===== src/rtl/swr_pkg.sv =====
package swr_pkg;
    typedef enum logic [1:0] {
        ST_IDLE   = 2'd0,
        ST_SHIFT  = 2'd1,
        ST_FULL   = 2'd2,
        ST_LOCKED = 2'd3
    } frame_state_t;
endpackage


===== src/rtl/swr_sync.sv =====
module swr_sync #(
    parameter int          W       = 1,
    parameter int          STAGES  = 2,
    parameter logic [W-1:0] RST_VAL = '0
) (
    input  logic         clk,
    input  logic         rst,
    input  logic [W-1:0] d,
    output logic [W-1:0] q
);
    logic [STAGES-1:0] chain [W];

    for (genvar b = 0; b < W; b++) begin : g_bit
        always_ff @(posedge clk) begin
            if (rst) begin
                chain[b] <= {STAGES{RST_VAL[b]}};
            end else begin
                chain[b] <= {chain[b][STAGES-2:0], d[b]};
            end
        end
        assign q[b] = chain[b][STAGES-1];
    end
endmodule


===== src/rtl/swr_edge.sv =====
module swr_edge #(
    parameter logic RST_VAL = 1'b0
) (
    input  logic clk,
    input  logic rst,
    input  logic lvl,
    output logic rise,
    output logic fall
);
    logic prev;

    always_ff @(posedge clk) begin
        if (rst) prev <= RST_VAL;
        else     prev <= lvl;
    end

    assign rise = lvl & ~prev;
    assign fall = ~lvl & prev;
endmodule


===== src/rtl/swr_frame_ctl.sv =====
module swr_frame_ctl
    import swr_pkg::*;
#(
    parameter int WORD_W = 16
) (
    input  logic              clk,
    input  logic              rst,
    input  logic              sel_hi,
    input  logic              sel_rise,
    input  logic              sel_fall,
    input  logic              sck_rise,
    input  logic              sck_fall,
    input  logic              sdi,
    output logic              commit_o,
    output logic [WORD_W-1:0] word_o
);
    localparam int CNT_W = $clog2(WORD_W + 1);
    localparam logic [CNT_W-1:0] LAST_BIT = CNT_W'(WORD_W - 1);

    frame_state_t      state, state_nx;
    logic [CNT_W-1:0]  bit_cnt;
    logic [WORD_W-1:0] shreg;
    logic              take_bit;
    logic              fire;

    // state register
    always_ff @(posedge clk) begin
        if (rst) state <= ST_IDLE;
        else     state <= state_nx;
    end

    // transitions: start, abort, filled, clock_commit, select_commit, release
    always_comb begin
        state_nx = state;
        unique case (state)
            ST_IDLE:   if (sel_fall) state_nx = ST_SHIFT;
            ST_SHIFT: begin
                if (sel_rise)                            state_nx = ST_IDLE;
                else if (sck_fall && bit_cnt == LAST_BIT) state_nx = ST_FULL;
            end
            ST_FULL: begin
                if (sel_rise)      state_nx = ST_IDLE;
                else if (sck_rise) state_nx = ST_LOCKED;
            end
            ST_LOCKED: if (sel_rise) state_nx = ST_IDLE;
            default:   state_nx = ST_IDLE;
        endcase
    end

    assign take_bit = (state == ST_SHIFT) && sck_fall && !sel_rise;
    assign fire     = (state == ST_FULL) && (sel_rise || sck_rise);

    // shift register and bit counter
    always_ff @(posedge clk) begin
        if (rst) begin
            shreg   <= '0;
            bit_cnt <= '0;
        end else if (state == ST_IDLE && sel_fall) begin
            bit_cnt <= '0;
        end else if (take_bit) begin
            shreg   <= {shreg[WORD_W-2:0], sdi};
            bit_cnt <= bit_cnt + 1'b1;
        end
    end

    // outputs
    always_ff @(posedge clk) begin
        if (rst) begin
            commit_o <= 1'b0;
            word_o   <= '0;
        end else begin
            commit_o <= fire;
            if (fire) word_o <= shreg;
        end
    end

    a_r7_no_shift_deselected: assert property (@(posedge clk) disable iff (rst)
        sel_hi |=> $stable(shreg));
    a_r5_locked_frozen: assert property (@(posedge clk) disable iff (rst)
        (state == ST_LOCKED) |=> $stable(shreg));
    a_r8_count_bound: assert property (@(posedge clk) disable iff (rst)
        bit_cnt <= CNT_W'(WORD_W));
    a_r6_abort_silent: assert property (@(posedge clk) disable iff (rst)
        (state == ST_SHIFT && sel_rise) |=> !commit_o);
    a_r4_select_commit: assert property (@(posedge clk) disable iff (rst)
        (state == ST_FULL && sel_rise) |=> commit_o);
endmodule


===== src/rtl/serial_word_rx.sv =====
module serial_word_rx #(
    parameter int WORD_W      = 16,
    parameter int SYNC_STAGES = 2
) (
    input  logic              clk,
    input  logic              rst,
    input  logic              sel_n_in,
    input  logic              sck_in,
    input  logic              sdi_in,
    output logic              commit_o,
    output logic [WORD_W-1:0] word_o
);
    logic [2:0] raw, synced;
    logic       sel_s, sck_s, sdi_s;
    logic       sel_rise, sel_fall, sck_rise, sck_fall;

    assign raw = {sel_n_in, sck_in, sdi_in};

    swr_sync #(.W(3), .STAGES(SYNC_STAGES), .RST_VAL(3'b110)) u_sync (
        .clk(clk), .rst(rst), .d(raw), .q(synced)
    );
    assign {sel_s, sck_s, sdi_s} = synced;

    swr_edge #(.RST_VAL(1'b1)) u_sel_edge (
        .clk(clk), .rst(rst), .lvl(sel_s), .rise(sel_rise), .fall(sel_fall)
    );
    swr_edge #(.RST_VAL(1'b1)) u_sck_edge (
        .clk(clk), .rst(rst), .lvl(sck_s), .rise(sck_rise), .fall(sck_fall)
    );

    swr_frame_ctl #(.WORD_W(WORD_W)) u_ctl (
        .clk(clk), .rst(rst),
        .sel_hi(sel_s), .sel_rise(sel_rise), .sel_fall(sel_fall),
        .sck_rise(sck_rise), .sck_fall(sck_fall), .sdi(sdi_s),
        .commit_o(commit_o), .word_o(word_o)
    );

    a_r3_single_pulse: assert property (@(posedge clk) disable iff (rst)
        commit_o |=> !commit_o);
    a_r9_word_stable: assert property (@(posedge clk) disable iff (rst)
        !commit_o |-> $stable(word_o));
endmodule


===== config.mk =====
export PLATFORM = sky130hd
export DESIGN_NAME = serial_word_rx
export DESIGN_NICKNAME = d
export VERILOG_FILES = /design/src/rtl/swr_pkg.sv /design/src/rtl/swr_sync.sv /design/src/rtl/swr_edge.sv /design/src/rtl/swr_frame_ctl.sv /design/src/rtl/serial_word_rx.sv
export SDC_FILE = /design/constraint.sdc
export NUM_CORES = 1
export LEC_CHECK = 0
export BUFFER_PORTS_ARGS = -buffer_cell sky130_fd_sc_hd__buf_2
export CAP_MARGIN = 20
export CORE_AREA = 2 2 61 77
export CTS_BUF_LIST = sky130_fd_sc_hd__clkbuf_16
export DETAILED_ROUTE_END_ITERATION = 6
export DIE_AREA = 0 0 63 79
export MAX_ROUTING_LAYER = met4
export PLACE_DENSITY = 0.69
export RECOVER_POWER = 50
export SKIP_CTS_REPAIR_TIMING = 1
export SLEW_MARGIN = 5
export SYNTH_ARGS = -nofsm -noshare
export SYNTH_HDL_FRONTEND = slang
export SYNTH_SLANG_ARGS = --single-unit

===== constraint.sdc =====
create_clock -name clk -period 2.2 [get_ports clk]
set_input_delay 0.11 -clock clk [delete_from_list [all_inputs] [get_ports clk]]
set_output_delay 0.11 -clock clk [all_outputs]
set_load 0.02 [all_outputs]

# [After elaboration in Yosys (flattened, before gate mapping)]
# Memory sizes are Yosys's and may differ from the RTL's.
# Index checks and enable logic that the tools add are counted.
[totals] regBits=42 mem_bits_rw=6 input_bits=5 output_inout_bits=17 memories=1
[mem_list] memory="u_sync.chain" depth=3 width=2 read_ports=3 rd_ports_with_merged_regs=0 write_ports=3 line="swr_sync.sv:11" source="logic [STAGES-1:0] chain [W];"
[classes] addsub=1 eq_ne=8 mux=13 bitwise=12 n_reduce_logical=11
[op_table] op="2-to-1 mux 2 bit" n=9
[op_table] op="one-hot mux 2 bit (4 select lines)" n=1
[op_table] op="!= test 3 x 1 -> 1 bit (second input constant)" n=2
[op_table] op="adder 5 x 1 -> 5 bit (second input constant)" n=1
[op_table] op="equality test 5 x 4 -> 1 bit (second input constant)" n=1
[op_table] op="logical AND 1 bit" n=5
[op_table] op="inverter 1 bit" n=5
[op_table] op="bitwise AND 1 bit" n=4
[op_table] op="equality test 2 bit (second input constant)" n=2
[op_table] op="!= test 2 x 1 -> 1 bit (second input constant)" n=2
[op_table] op="AND reduction 4 bit" n=1
[op_table] op="2-to-1 mux 1 bit" n=3
[op_table] op="bitwise OR 1 bit" n=3
[op_table] op="equality test 2 x 1 -> 1 bit (second input constant)" n=1
[op_table] op="zero test 2 bit" n=1
[op_table] op="AND reduction 2 bit" n=1
[op_table] op="OR reduction 2 bit" n=1
[op_table] op="zero test 1 bit" n=1
[op_table] op="logical OR 1 bit" n=1

# [Longest topological paths before layout]
# Gate-level depths: netlist of run 1.
[logic_depth] word_depth=6 depth_mapped=5

# [Cells and area by module]
# From an unflattened synthesis of run 1, not the netlist that was laid out.
[hier_totals] cells_unflattened=208 area_unflattened_um2=1801.7
[by_module_without_submodules] module="swr_frame_ctl" instances=1 cells_each=185 area_per_inst_um2=1541.5
[by_module_without_submodules] module="swr_sync" instances=1 cells_each=15 area_per_inst_um2=180.2
[by_module_without_submodules] module="swr_edge" instances=2 cells_each=4 area_per_inst_um2=40.0

# [Worst setup path after synthesis of run 1]
# OpenSTA, ideal clock, no wires.
[synth_path] path_type="reg-to-reg" start="reg u_sck_edge.prev" end="reg u_ctl.word_o[10]" setup_time_ps=72 arrival_ps=1269 required_time_ps=2128 setup_slack_ps=859 stages_incl_launch_ff=5 path_buffers=1 period_less_slack_ps=1341 path_cell_list="dfxtp_1 nand2b_4 a211oi_4 buf_6 mux2i_1"
[synth_via] elab_chain_cells=4
[synth_lines] item="from (decl)" line="swr_edge.sv:10" source="logic prev;"
[synth_lines] item="from (signal assigned)" line="swr_edge.sv:14" source="else prev <= lvl;"
[synth_lines] item="inverter 1 bit" line="swr_edge.sv:17" source="assign rise = lvl & ~prev;"
[synth_lines] item="bitwise AND 1 bit" line="swr_edge.sv:17"
[synth_lines] item="logical OR 1 bit" line="swr_frame_ctl.sv:51" source="assign fire = (state == ST_FULL) && (sel_rise || sck_rise);"
[synth_lines] item="logical AND 1 bit" line="swr_frame_ctl.sv:51"
[synth_lines] item="to (signal assigned)" line="swr_frame_ctl.sv:73" source="if (fire) word_o <= shreg;"
[synth_lines] item="to (decl)" line="swr_frame_ctl.sv:15" source="output logic [WORD_W-1:0] word_o"
# No other way between the ends.
# A chain may end at the register's enable or synchronous reset.

# [Worst setup path after layout of run 1]
[layout_path] start="reg u_ctl.state[0]" end="reg u_ctl.shreg[5]"
[layout_via] elab_chain_cells=4 word_cells_on_any_way=7 cone_classes="1 x eq/ne; 1 x bitwise; 5 x reduce/logical"
[layout_lines] item="from (decl)" line="swr_frame_ctl.sv:20" source="frame_state_t state, state_nx;"
[layout_lines] item="from (signal assigned)" line="swr_frame_ctl.sv:29" source="else state <= state_nx;"
[layout_lines] item="equality test 2 x 1 -> 1 bit / zero test 2 bit (equally long branches)" line="swr_frame_ctl.sv:50, swr_frame_ctl.sv:58"
[layout_lines] item="logical AND 1 bit (on tied branches)" line="swr_frame_ctl.sv:50, swr_frame_ctl.sv:58"
[layout_lines] item="logical AND 1 bit / inverter 1 bit (equally long branches)"
[layout_lines] item="AND reduction 2 bit (no line) (*)"
[layout_lines] item="to (signal assigned)" line="swr_frame_ctl.sv:61" source="shreg <= {shreg[WORD_W-2:0], sdi};"
[layout_lines] item="to (decl)" line="swr_frame_ctl.sv:22" source="logic [WORD_W-1:0] shreg;"
# Every way passes the cells marked *; elsewhere a longest branch is shown, timed or not.

==> results of run 1 <==
[critical path: cells and delay by family (launching register included)]
kind | cells | cell delay (ps)
buffers and inverters | 1 | 320
AOI/OAI and AO/OA | 2 | 320
DFF | 1 | 430
and+or+nand+nor | 1 | 380
[cell type report]
type / count / area share, %
clock buffers: 5 / 5.34
clock inverters: 3 / 1.60
well taps: 58 / 3.10
repair buffers: 29 / 5.77
inverters: 2 / 0.321
multi-input cells: 140 / 42.8
flip-flops and latches: 48 / 41.0
[per-stage QoR]
step	setup WS (ps)	power, mW	cells	cell area, um^2	hold WS (ps)
2_1_floorplan	859	0.942	211	2060	214
4_1_cts	649	1.78	285	2370	3.79
3_3_place_gp	725	0.955	277	2210	295
3_5_place_dp	676	0.955	277	2210	298
6_report	602	1.75	285	2340	9.10
5_1_grt	452	1.82	285	2340	8.82
[sequential cells by signal, indices dropped and copies added, names as in the netlist]
| signal | count |
|---|---|
| u_ctl.bit_cnt | 5 |
| u_ctl.commit_o | 1 |
| u_ctl.shreg | 16 |
| u_ctl.state | 2 |
| u_ctl.word_o | 16 |
| u_sck_edge.prev | 1 |
| u_sel_edge.prev | 1 |
| u_sync.chain | 6 |
[power by group]
group	switching, mW	total (mW)	internal (mW)	leakage [nW]
combinational	0.0282	0.0516	0.0234	0.289
clock	0.290	0.817	0.527	0.0789
sequential	0.00534	0.882	0.877	0.388
total	0.323	1.75	1.43	0.756
[layer usage]
metal | routed length [um] | share of wire [%] | vias to the layer above | GRT usage (%)
met4 | 56 | 1.5 | 0 | 8.00
met3 | 123 | 3.4 | 4 | 3.40
met1 | 1790 | 49 | 701 | 19.2
met2 | 1680 | 46 | 24 | 26.2
met5 | 0 | 0 | - | -
li1 | - | - | 793 | -
[worst min-delay path by stage]
| stage | depth (start not counted) | endpoint | slack, ps | startpoint |
|---|---|---|---|---|
| after CTS | 2 | u_sync.chain[2][0]$_SDFF_PP1_ | 4 | sel_n_in |
| after floorplan | 1 | u_sync.chain[1][0]$_SDFF_PP1_ | 210 | sck_in |
| final | 2 | u_sync.chain[2][0]$_SDFF_PP1_ | 9 | sel_n_in |
| after detailed placement | 2 | u_sync.chain[2][0]$_SDFF_PP1_ | 300 | sel_n_in |
| after global placement | 2 | u_sync.chain[2][0]$_SDFF_PP1_ | 290 | sel_n_in |
| after global routing | 2 | u_sync.chain[2][0]$_SDFF_PP1_ | 9 | sel_n_in |
[cells by family after synthesis]
logic type | Yosys count
multiplexers | 18
AND/OR/NAND/NOR | 77
flip-flops | 48
AO/OA/AOI/OAI | 43
buffers and inverters | 23
adder cells (fa/ha/maj) | 2
[cells in the mapped netlist]
master,n,share of area [%]
nand3_1,1,0.24
or3b_1,2,0.85
nor3b_1,1,0.36
and3b_1,1,0.42
nor3_1,2,0.49
o31a_1,1,0.42
a21oi_1,20,4.9
or4b_1,1,0.49
or2_2,6,1.8
nor2b_1,4,1.2
nand3b_1,3,1.1
inv_1,2,0.36
a31oi_1,1,0.30
o31ai_1,18,6.6
or4_1,1,0.36
buf_6,1,0.55
and3_1,1,0.30
clkbuf_1,16,2.9
dfxtp_1,48,47
a211oi_4,1,0.97
nor4_1,1,0.30
ha_1,2,1.2
nand2b_1,33,10
buf_2,4,0.97
nand2b_4,2,1.3
a311oi_1,1,0.42
a211oi_1,1,0.36
mux2i_1,18,8.7
nand4_1,18,5.5
==> results by group, run 1 <==
Timing
  – RSZ-0062 raised after global routing: false
  – Max Fclk: roughly 0.63 GHz
  – Tightest Pin Transition: 933 ps
  – Final Cycle Share: slightly above 70%
  – Fin. Hold Viols: 0
  – Fin Setup TNS: 0 ps
  – Slew Limit Fails: 0
  – Max-slew headroom: 37.8%
  – Final Critical Period: ~1600 ps
  – Final setup fails: 0
  – Clock Skew: between 4 and 5 ps

Logic synthesis
  – Fraction of the mapped netlist area in adder cells: under 10%
  – Post-synth cell types: 29
  – FF+latch count, synth: 48
  – Simple-Gate Fraction of Synth Area: 24.8%
  – Post-Synth XOR/XNOR Area: 0%
  – Syn_area_per_cell: roughly 9.8 um^2
  – Ys Warns: 0
  – Combinational family with the most area after synthesis: simple AND/OR/NAND/NOR gates
  – Synth Area in Compound Gates: between 10% and 20%
  – Register area share after synthesis: around 47%
  – Cells after Synth: roughly 210
  – Syn nets: roughly 220
  – Synthesized area: about 2100 um^2
  – Multiplexer share of the synthesized area: under 10%

Critical path
  – Worst Path Max Fanout: 12
  – Reg2Reg Depth: 4
  – R2r endpoint: u_ctl.shreg[5]$_SDFFE_PP0P_
  – Critical Path Source: u_ctl.state[0]$_SDFFE_PP0P_
  – Reg-to-Reg Start: u_ctl.state[0]$_SDFFE_PP0P_
  – WS Path Type: reg -> reg
  – Slowest stage delay, CP: between 400 and 500 ps
  – Crit path DAT: roughly 1700 ps
  – R2r setup slk: 600 ps
  – Critical path's slowest cell: dfxtp_1
  – CP endpoint kind: flop
  – CP Data Required Time: approximately 2300 ps
  – Worst Setup EP: u_ctl.shreg[5]$_SDFFE_PP0P_
  – Startpoint types: flop
  – CP cell instances: nand3b_1 -> buf_4 -> o31ai_1 -> a21oi_1

Clock network
  – CTS Buf Count: 5
  – Sink Count: 48
  – H-Tree Depth: 2
  – TritonCTS clock tree: yes
  – CTS Buffer Depth: 2
  – Root Driver: clkbuf_16
  – Worst skew pair latency: 280 ps
  – Worst-path clk slew: roughly 60 ps

Pwr
  – Power density over cell area: ~750 nW/um^2
  – Pleak: between 0.7 and 0.8 nW
  – VDD IR max: approximately 0.34 mV

Die
  – Floorplan row count: 27
  – Die Ht: approximately 80 um
  – Die area: roughly 5000 um^2
  – Core region area: approximately 4300 um^2
  – I/O pins: 22
  – Initial core utilization: between 40 and 50%
  – Chip width: approximately 63 um

Worst hold path
  – Hold WC Path Type: in -> reg

Global route
  – GRT overflow: 0
  – Vias in the first global route: between 1000 and 1500
  – Antenna violations before repair: 0
  – GRT Resource Usage Total: about 16%
  – First-pass GRT wire length: between 6000 and 7000 um
  – Pin count of the biggest net entering global routing: 32

Route
  – Initial DRC count: 96
  – DRC: 0
  – Remaining antenna violation count: 0
  – TritonRoute pass-1 iters: 4
  – Drt wl/cell: approximately 13 um
  – Total Wirelength: roughly 3600 um
  – Via density: roughly 5.3
  – Via Count: about 1500

Layout
  – Final Util: 54.6%
  – Syn-to-layout area delta: 13.5%
  – Most common cell after layout, fill and taps aside: dfxtp_1
  – Most frequent cells in the layout: dfxtp_1, nand2b_1, a21oi_1, clkbuf_1
  – Layout cells sized above 1: a little over a tenth
  – # diodes: 0
  – Seq. cell area: roughly 960 um^2
  – Area taken by multi-input logic gates: about 1000 um^2
  – Fill cells: ~430
  – Final Net Count: between 200 and 250

Placement
  – Dpl hpwl: 2310 um
  – # port buffers: 21
  – Routability congestion estimate: 0.708

Job
  – Max-cap viol count: 0

Outcome
  – Run status: finished, final reports clean
(Power assumes the default switching activity.)
==> inputs of run 2 (changes only) <==
--- a/config.mk
+++ b/config.mk
@@ -12,7 +12,7 @@
 export DETAILED_ROUTE_END_ITERATION = 6
 export DIE_AREA = 0 0 63 79
 export MAX_ROUTING_LAYER = met4
-export PLACE_DENSITY = 0.69
+export PLACE_DENSITY = 0.72
 export RECOVER_POWER = 50
 export SKIP_CTS_REPAIR_TIMING = 1
 export SLEW_MARGIN = 5
==> constraint.sdc (replaced) <==
create_clock -name clk -period 1.3 [get_ports clk]
set_input_delay 0.065 -clock clk [delete_from_list [all_inputs] [get_ports clk]]
set_output_delay 0.065 -clock clk [all_outputs]
set_load 0.02 [all_outputs]
==> run 2 against run 1 <==
The flow now finishes with violations (negative hold slack, negative setup slack). Clock-buffer cell count unchanged. Die area unchanged. Clock power up 96%. Critical endpoint is now u_ctl.state[0]$_SDFFE_PP0P_. Largest cell class unchanged.
==> results by group, run 2 (synthesis gave the netlist of run 1 again) <==
Critical path
  – Startpoint types: flop
  – R2r setup slk: -50 ps (-650 ps)
  – Crit path DAT: 1570 ps (-160 ps)
  – Reg-to-Reg Start: u_ctl.bit_cnt[0]$_SDFFE_PP0P_
  – CP endpoint kind: flop
  – Reg2Reg Depth: 5 (+1)
  – CP cell instances: ha_2 -> and3_1 -> ha_2 -> a311oi_2 -> o31a_1
  – Most Frequent Cell on Critical Path: ha_2
  – R2r endpoint: u_ctl.state[0]$_SDFFE_PP0P_
  – Worst Path Max Fanout: 2 (-10)
  – Worst Setup EP: u_ctl.state[0]$_SDFFE_PP0P_
  – WS Path Type: reg -> reg
  – Slowest stage delay, CP: 320 ps (-110 ps)
  – Critical path's slowest cell: dfxtp_1
  – CP Data Required Time: 1520 ps (-810 ps)
  – Critical Path Source: u_ctl.bit_cnt[0]$_SDFFE_PP0P_

Layout
  – Post-route cell area: 2750 um^2 (+18%)
  – # diodes: 0 (unchanged)
  – Area taken by multi-input logic gates: 1070 um^2 (+6.7%)
  – Layout cells sized above 1: 34.9% (+24 points)
  – Most frequent cells in the layout: dfxtp_1, nand2b_1, buf_2, buf_4, a21oi_1
  – Seq. cell area: 971 um^2 (+1.0%)
  – Syn-to-layout area delta: 33.6%
  – Final Net Count: 259 (+11%)
  – Fill cells: 338 (-21%)
  – Most common cell after layout, fill and taps aside: dfxtp_1
  – Top Registers: u_ctl.shreg x16, u_ctl.word_o x16, u_sync.chain x6

Timing
  – Fin Setup TNS: -71.5 ps (-71.5 ps)
  – Tightest Pin Transition: 428 ps (-505 ps)
  – WHS: -6.10 ps (-15.2 ps)
  – Final Critical Period: 1350 ps (-252 ps)
  – Max-slew headroom: 71.5% (+34 points)
  – Fin. Hold Viols: 1 (+1)
  – Slew Limit Fails: 0 (unchanged)
  – Max Fclk: 0.743 GHz (+19%)
  – Final setup fails: 4 (+4)
  – Clock Skew: 4.75 ps (+0.177 ps)
  – RSZ-0062 raised after global routing: true
  – Final Cycle Share: 104% (+31 points)
  – Min setup slack post-route: -46.4 ps (-648 ps)

Pwr
  – VDD IR max: 1.05 mV (+210%)
  – Pleak: 1.02 nW (+35%)
  – Power density over cell area: 1170 nW/um^2 (+56%)

Outcome
  – Run status: complete, but fails checks
  – Failing checks: negative hold slack, negative setup slack

Clock network
  – Root Driver: clkbuf_16
  – CTS Buf Count: 5 (unchanged)
  – Worst-path clk slew: 60 ps (about the same)
  – CTS Buffer Depth: 2 (unchanged)
  – Sink Count: 48 (unchanged)
  – H-Tree Depth: 2 (unchanged)
  – TritonCTS clock tree: yes
  – Worst skew pair latency: 280 ps (about the same)

Placement
  – Placed Area: 2340 um^2 (+6.0%)
  – # port buffers: 21 (unchanged)
  – Dpl hpwl: 2630 um (+14%)
  – Routability congestion estimate: 0.790 (+12%)

Route
  – DRC: 0 (unchanged)
  – TritonRoute pass-1 iters: 4 (unchanged)
  – Remaining antenna violation count: 0 (unchanged)
  – Initial DRC count: 109 (+14%)
  – Via density: 5.43 (+1.7%)
  – Drt wl/cell: 15.3 um (+19%)
  – Via Count: 1683 (+11%)
  – Total Wirelength: 4730 um (+30%)

Global route
  – GRT overflow: 0 (unchanged)
  – Antenna violations before repair: 0 (unchanged)
  – Pin count of the biggest net entering global routing: 27 (-16%)
  – Vias in the first global route: 1421 (-1.0%)
  – First-pass GRT wire length: 6560 um (+3.7%)
  – GRT Resource Usage Total: 17.0% (+0.76 points)

Die
  – Initial core utilization: 48.1% (unchanged)
  – Die Ht: 79 um (unchanged)
  – Core region area: 4290 um^2 (unchanged)
  – Floorplan row count: 27 (unchanged)
  – Die area: 4980 um^2 (unchanged)
  – I/O pins: 22 (unchanged)
  – Chip width: 63 um (unchanged)

Worst hold path
  – Hold WC Path Type: in -> reg

Job
  – Max-cap viol count: 0 (unchanged)
run 2: changes by cell type in the layout (fill, tap and decap cells not counted), sizes merged:
cell	change
clkbuf	-17
clkinv	-2
bufinv	+1
dlygate4sd3	+2
buf	+41
run 2: per-layer routing:
| layer | part of all wire [%] | vias up | routed length, um | GRT usage (%) |
|---|---|---|---|---|
| met4 | 1.8 | 0 | 84 | 6.67 |
| met3 | 3.3 | 8 | 155 | 3.97 |
| met5 | 0 | - | 0 | - |
| li1 | - | 844 | - | - |
| met2 | 51 | 32 | 2410 | 27.3 |
| met1 | 44 | 799 | 2080 | 20.6 |
run 2: worst min path at each step:
stage / from / endpoint / slack, ps / cells past startpoint
2_1_floorplan: sck_in / u_sync.chain[1][0]$_SDFF_PP1_ / 170 / 1
3_3_place_gp: sel_n_in / u_sync.chain[2][0]$_SDFF_PP1_ / 250 / 2
3_5_place_dp: sel_n_in / u_sync.chain[2][0]$_SDFF_PP1_ / 250 / 2
4_1_cts: sck_in / u_sync.chain[1][0]$_SDFF_PP1_ / -40 / 2
5_1_grt: sdi_in / u_sync.chain[0][0]$_SDFF_PP0_ / 10 / 2
6_report: sdi_in / u_sync.chain[0][0]$_SDFF_PP0_ / -6 / 2
run 2: critical path, delay by kind of cell (launching register included):
kind / cells / cell delay (ps)
AO/OA/AOI/OAI: 2 / 400
flip-flops: 1 / 320
AND/OR/NAND/NOR: 1 / 180
adder cells (fa/ha/maj): 2 / 380
run 2: cell type report:
| class | count | area share (%) |
|---|---|---|
| clock buffers | 5 | 4.54 |
| clock inverters | 2 | 2.18 |
| inverters | 2 | 0.273 |
| multi-input cells | 140 | 38.8 |
| flip-flops and latches | 48 | 35.3 |
| well taps | 58 | 2.64 |
| repair buffers | 55 | 16.3 |
run 2: report_power, final:
part | leakage, nW | total (mW) | internal [mW] | switching, mW
registers | 0.388 | 1.49 | 1.48 | 0.00904
clock network | 0.0899 | 1.60 | 1.09 | 0.509
logic | 0.543 | 0.129 | 0.0676 | 0.0611
run 2: through the flow:
| step | setup slack [ps] | cells | utilization (%) | power, mW |
|---|---|---|---|---|
| 2_1_floorplan | -40.9 | 211 | - | 1.59 |
| 3_3_place_gp | -11.4 | 291 | 54.6 | 1.63 |
| 3_5_place_dp | -69.2 | 291 | 54.6 | 1.63 |
| 4_1_cts | -127 | 298 | 58.9 | 3.23 |
| 5_1_grt | -105 | 310 | 64.2 | 3.31 |
| 6_report | -46.4 | 310 | 64.2 | 3.22 |
==> inputs of run 3 (changes only) <==
--- a/config.mk
+++ b/config.mk
@@ -7,14 +7,13 @@
 export LEC_CHECK = 0
 export BUFFER_PORTS_ARGS = -buffer_cell sky130_fd_sc_hd__buf_2
 export CAP_MARGIN = 20
-export CORE_AREA = 2 2 61 77
+export CORE_AREA = 2 2 60 76
 export CTS_BUF_LIST = sky130_fd_sc_hd__clkbuf_16
 export DETAILED_ROUTE_END_ITERATION = 6
-export DIE_AREA = 0 0 63 79
+export DIE_AREA = 0 0 62 78
 export MAX_ROUTING_LAYER = met4
-export PLACE_DENSITY = 0.72
+export PLACE_DENSITY = 0.73
 export RECOVER_POWER = 50
-export SKIP_CTS_REPAIR_TIMING = 1
 export SLEW_MARGIN = 5
 export SYNTH_ARGS = -nofsm -noshare
 export SYNTH_HDL_FRONTEND = slang
==> run 3 against run 2 <==
The run ends with negative setup slack left. Die area fell by 2.8%. Clock-buffer cell count is the same. Total power grew 0.35%. Global-route usage grew 2.4 points. Sequential power barely moved. First-iteration DRC count shrank 31%. Design area increased by 0.32%. Worst hold slack better by 160 ps. Critical path depth did not move. Critical endpoint unchanged.
==> results by group, run 3 (synthesis gave the netlist of run 1 again) <==
Outcome
  – Run status: complete, but fails checks
  – Failing checks: negative setup slack

Critical path
  – Most Frequent Cell on Critical Path: ha_4
  – Crit path DAT: 1540 ps (-30 ps)
  – Startpoint types: flop
  – Family with the most delay on the worst path: compound AO/OA/AOI/OAI gates
  – Reg2Reg Depth: 5 (unchanged)
  – CP Data Required Time: 1530 ps (about the same)
  – CP Buf/Inv Count: 0 (unchanged)
  – WP depth: 5 (unchanged)
  – WS Path Type: reg -> reg
  – Worst Path Max Fanout: 2 (unchanged)
  – CP endpoint kind: flop
  – CP cell instances: ha_4 -> and3_4 -> ha_4 -> a311oi_2 -> o31a_1
  – Critical path's slowest cell: dfxtp_2
  – Slowest stage delay, CP: 340 ps (+20 ps)

Die
  – Initial core utilization: 50.7% (+2.6 points)
  – I/O pins: 22 (unchanged)
  – Floorplan row count: 26 (-3.7%)
  – Die area: 4840 um^2 (-2.8%)
  – Core region area: 4070 um^2 (-5.2%)
  – Chip width: 62 um (-1.6%)
  – Die Ht: 78 um (-1.3%)

Clock network
  – Worst-path clk slew: 60 ps (about the same)
  – Worst skew pair latency: 290 ps (about the same)
  – CTS Buf Count: 5 (unchanged)
  – Sink Count: 48 (unchanged)
  – CTS Buffer Depth: 2 (unchanged)
  – H-Tree Depth: 2 (unchanged)
  – Root Driver: clkbuf_16
  – TritonCTS clock tree: yes

Layout
  – Syn-to-layout area delta: 34.0%
  – Most frequent cells in the layout: dfxtp_1, nand2b_1, buf_2
  – Final Net Count: 253 (-2.3%)
  – Layout cells sized above 1: 37.4% (+2.5 points)
  – Most common cell after layout, fill and taps aside: dfxtp_1
  – Top Registers: u_ctl.shreg x16, u_ctl.word_o x16, u_sync.chain x6
  – Post-route cell area: 2760 um^2 (+0.32%)
  – # diodes: 0 (unchanged)

Timing
  – Tightest Pin Transition: 287 ps (-141 ps)
  – Slew Limit Fails: 0 (unchanged)
  – Max Fclk: 0.765 GHz (+3.0%)
  – RSZ-0062 raised after global routing: true
  – Final Critical Period: 1310 ps (-39.3 ps)
  – Final Cycle Share: 101% (-3.0 points)
  – Fin. Hold Viols: 0 (-1)
  – Min setup slack post-route: -7.02 ps (+39.3 ps)
  – Final setup fails: 1 (-3)
  – Max-slew headroom: 80.8% (+9.4 points)
  – Clock Skew: 6.18 ps (+1.43 ps)

Route
  – DRC: 0 (unchanged)
  – Via density: 5.49 (+1.1%)
  – Total Wirelength: 4280 um (-9.4%)
  – Remaining antenna violation count: 0 (unchanged)
  – Initial DRC count: 75 (-31%)
  – TritonRoute pass-1 iters: 4 (unchanged)
  – Via Count: 1657 (-1.5%)
  – Drt wl/cell: 14.2 um (-7.0%)

Placement
  – Placement Setup Slack: -54.0 ps (+15.2 ps)
  – # port buffers: 21 (unchanged)
  – Dpl hpwl: 2480 um (-5.6%)
  – Routability congestion estimate: 0.714 (-9.5%)
  – Placed Area: 2330 um^2 (-0.43%)

Global route
  – First-pass GRT wire length: 6910 um (+5.4%)
  – Antenna violations before repair: 0 (unchanged)
  – GRT overflow: 0 (unchanged)
  – Vias in the first global route: 1538 (+8.2%)
  – GRT Resource Usage Total: 19.4% (+2.4 points)
  – Pin count of the biggest net entering global routing: 37 (+37%)

Pwr
  – VDD IR max: 0.917 mV (-13%)
  – Pleak: 0.989 nW (-3.1%)
  – Power density over cell area: 1170 nW/um^2 (about the same)

Worst hold path
  – Hold WC Path Type: in -> reg
  – WHS Path Cells: 2 (unchanged)

Job
  – Max-cap viol count: 0 (unchanged)
run 3: cell types whose count changed in the layout (fill, tap and decap cells not counted), sizes merged:
cell         before  now
clkbuf            8    5
buf              50   46
dlygate4sd3       2    3
run 3: final cells by class:
cell class                 count  area, um^2
clock inverter                 2        60.1
timing repair buffer          49         383
multi-input combinational    140        1150
fill                         302        1300
inverter                       2        7.51
tap                           56        70.1
clock buffer                   5         125
sequential                    48         971
run 3: power by group:
part / total (mW) / leakage, nW / internal, mW / switching [mW]
Sequential: 1.49 / 0.389 / 1.48 / 0.00874
Combinational: 0.129 / 0.510 / 0.0686 / 0.0605
Clock: 1.61 / 0.0899 / 1.09 / 0.520
run 3: timing repair:
action,4_1_cts,5_1_grt
gates resized for setup,7,37
endpoints found under the hold margin,3,0
cloned,1,0
hold buffers,3,0
pin swaps,2,7
setup endpoints to repair,11,37
setup buffers,2,3
run 3: metrics by stage:
step	hold slack [ps]	power, mW	utilization (%)	cells	setup TNS, ps
after floorplan	169	1.59	-	211	-447
after global placement	250	1.63	57.3	288	-14.9
after CTS	162	3.24	64.1	301	-156
after global routing	190	3.34	67.9	302	-637
after detailed placement	252	1.63	57.3	288	-70.4
final	157	3.23	67.9	302	-7.02
run 3: layer usage:
layer | track usage [%] | part of all wire [%] | vias to the layer above
met1 | 23.4 | 45 | 782
met5 | - | 0 | -
met4 | 7.87 | 1.9 | 0
met2 | 29.7 | 48 | 40
met3 | 5.33 | 4.3 | 6
li1 | - | - | 829
run 3: worst register-to-register path: stages (launching register included):
cell and delay [ps]:
dfxtp_2 340, ha_4 150, and3_4 180, ha_4 160, a311oi_2 260, o31a_1 160
run 3: worst paths after layout:
| kind | start | endpoint | slack [ps] |
|---|---|---|---|
| max | u_ctl.bit_cnt[0]$_SDFFE_PP0P_ | u_ctl.state[0]$_SDFFE_PP0P_ | -7 |
| min | rst | u_ctl.shreg[4]$_SDFFE_PP0P_ | 160 |
| max reg2reg | u_ctl.bit_cnt[0]$_SDFFE_PP0P_ | u_ctl.state[0]$_SDFFE_PP0P_ | -7 |
| min reg2reg | u_sync.chain[1][0]$_SDFF_PP1_ | u_sync.chain[1][1]$_SDFF_PP1_ | 410 |
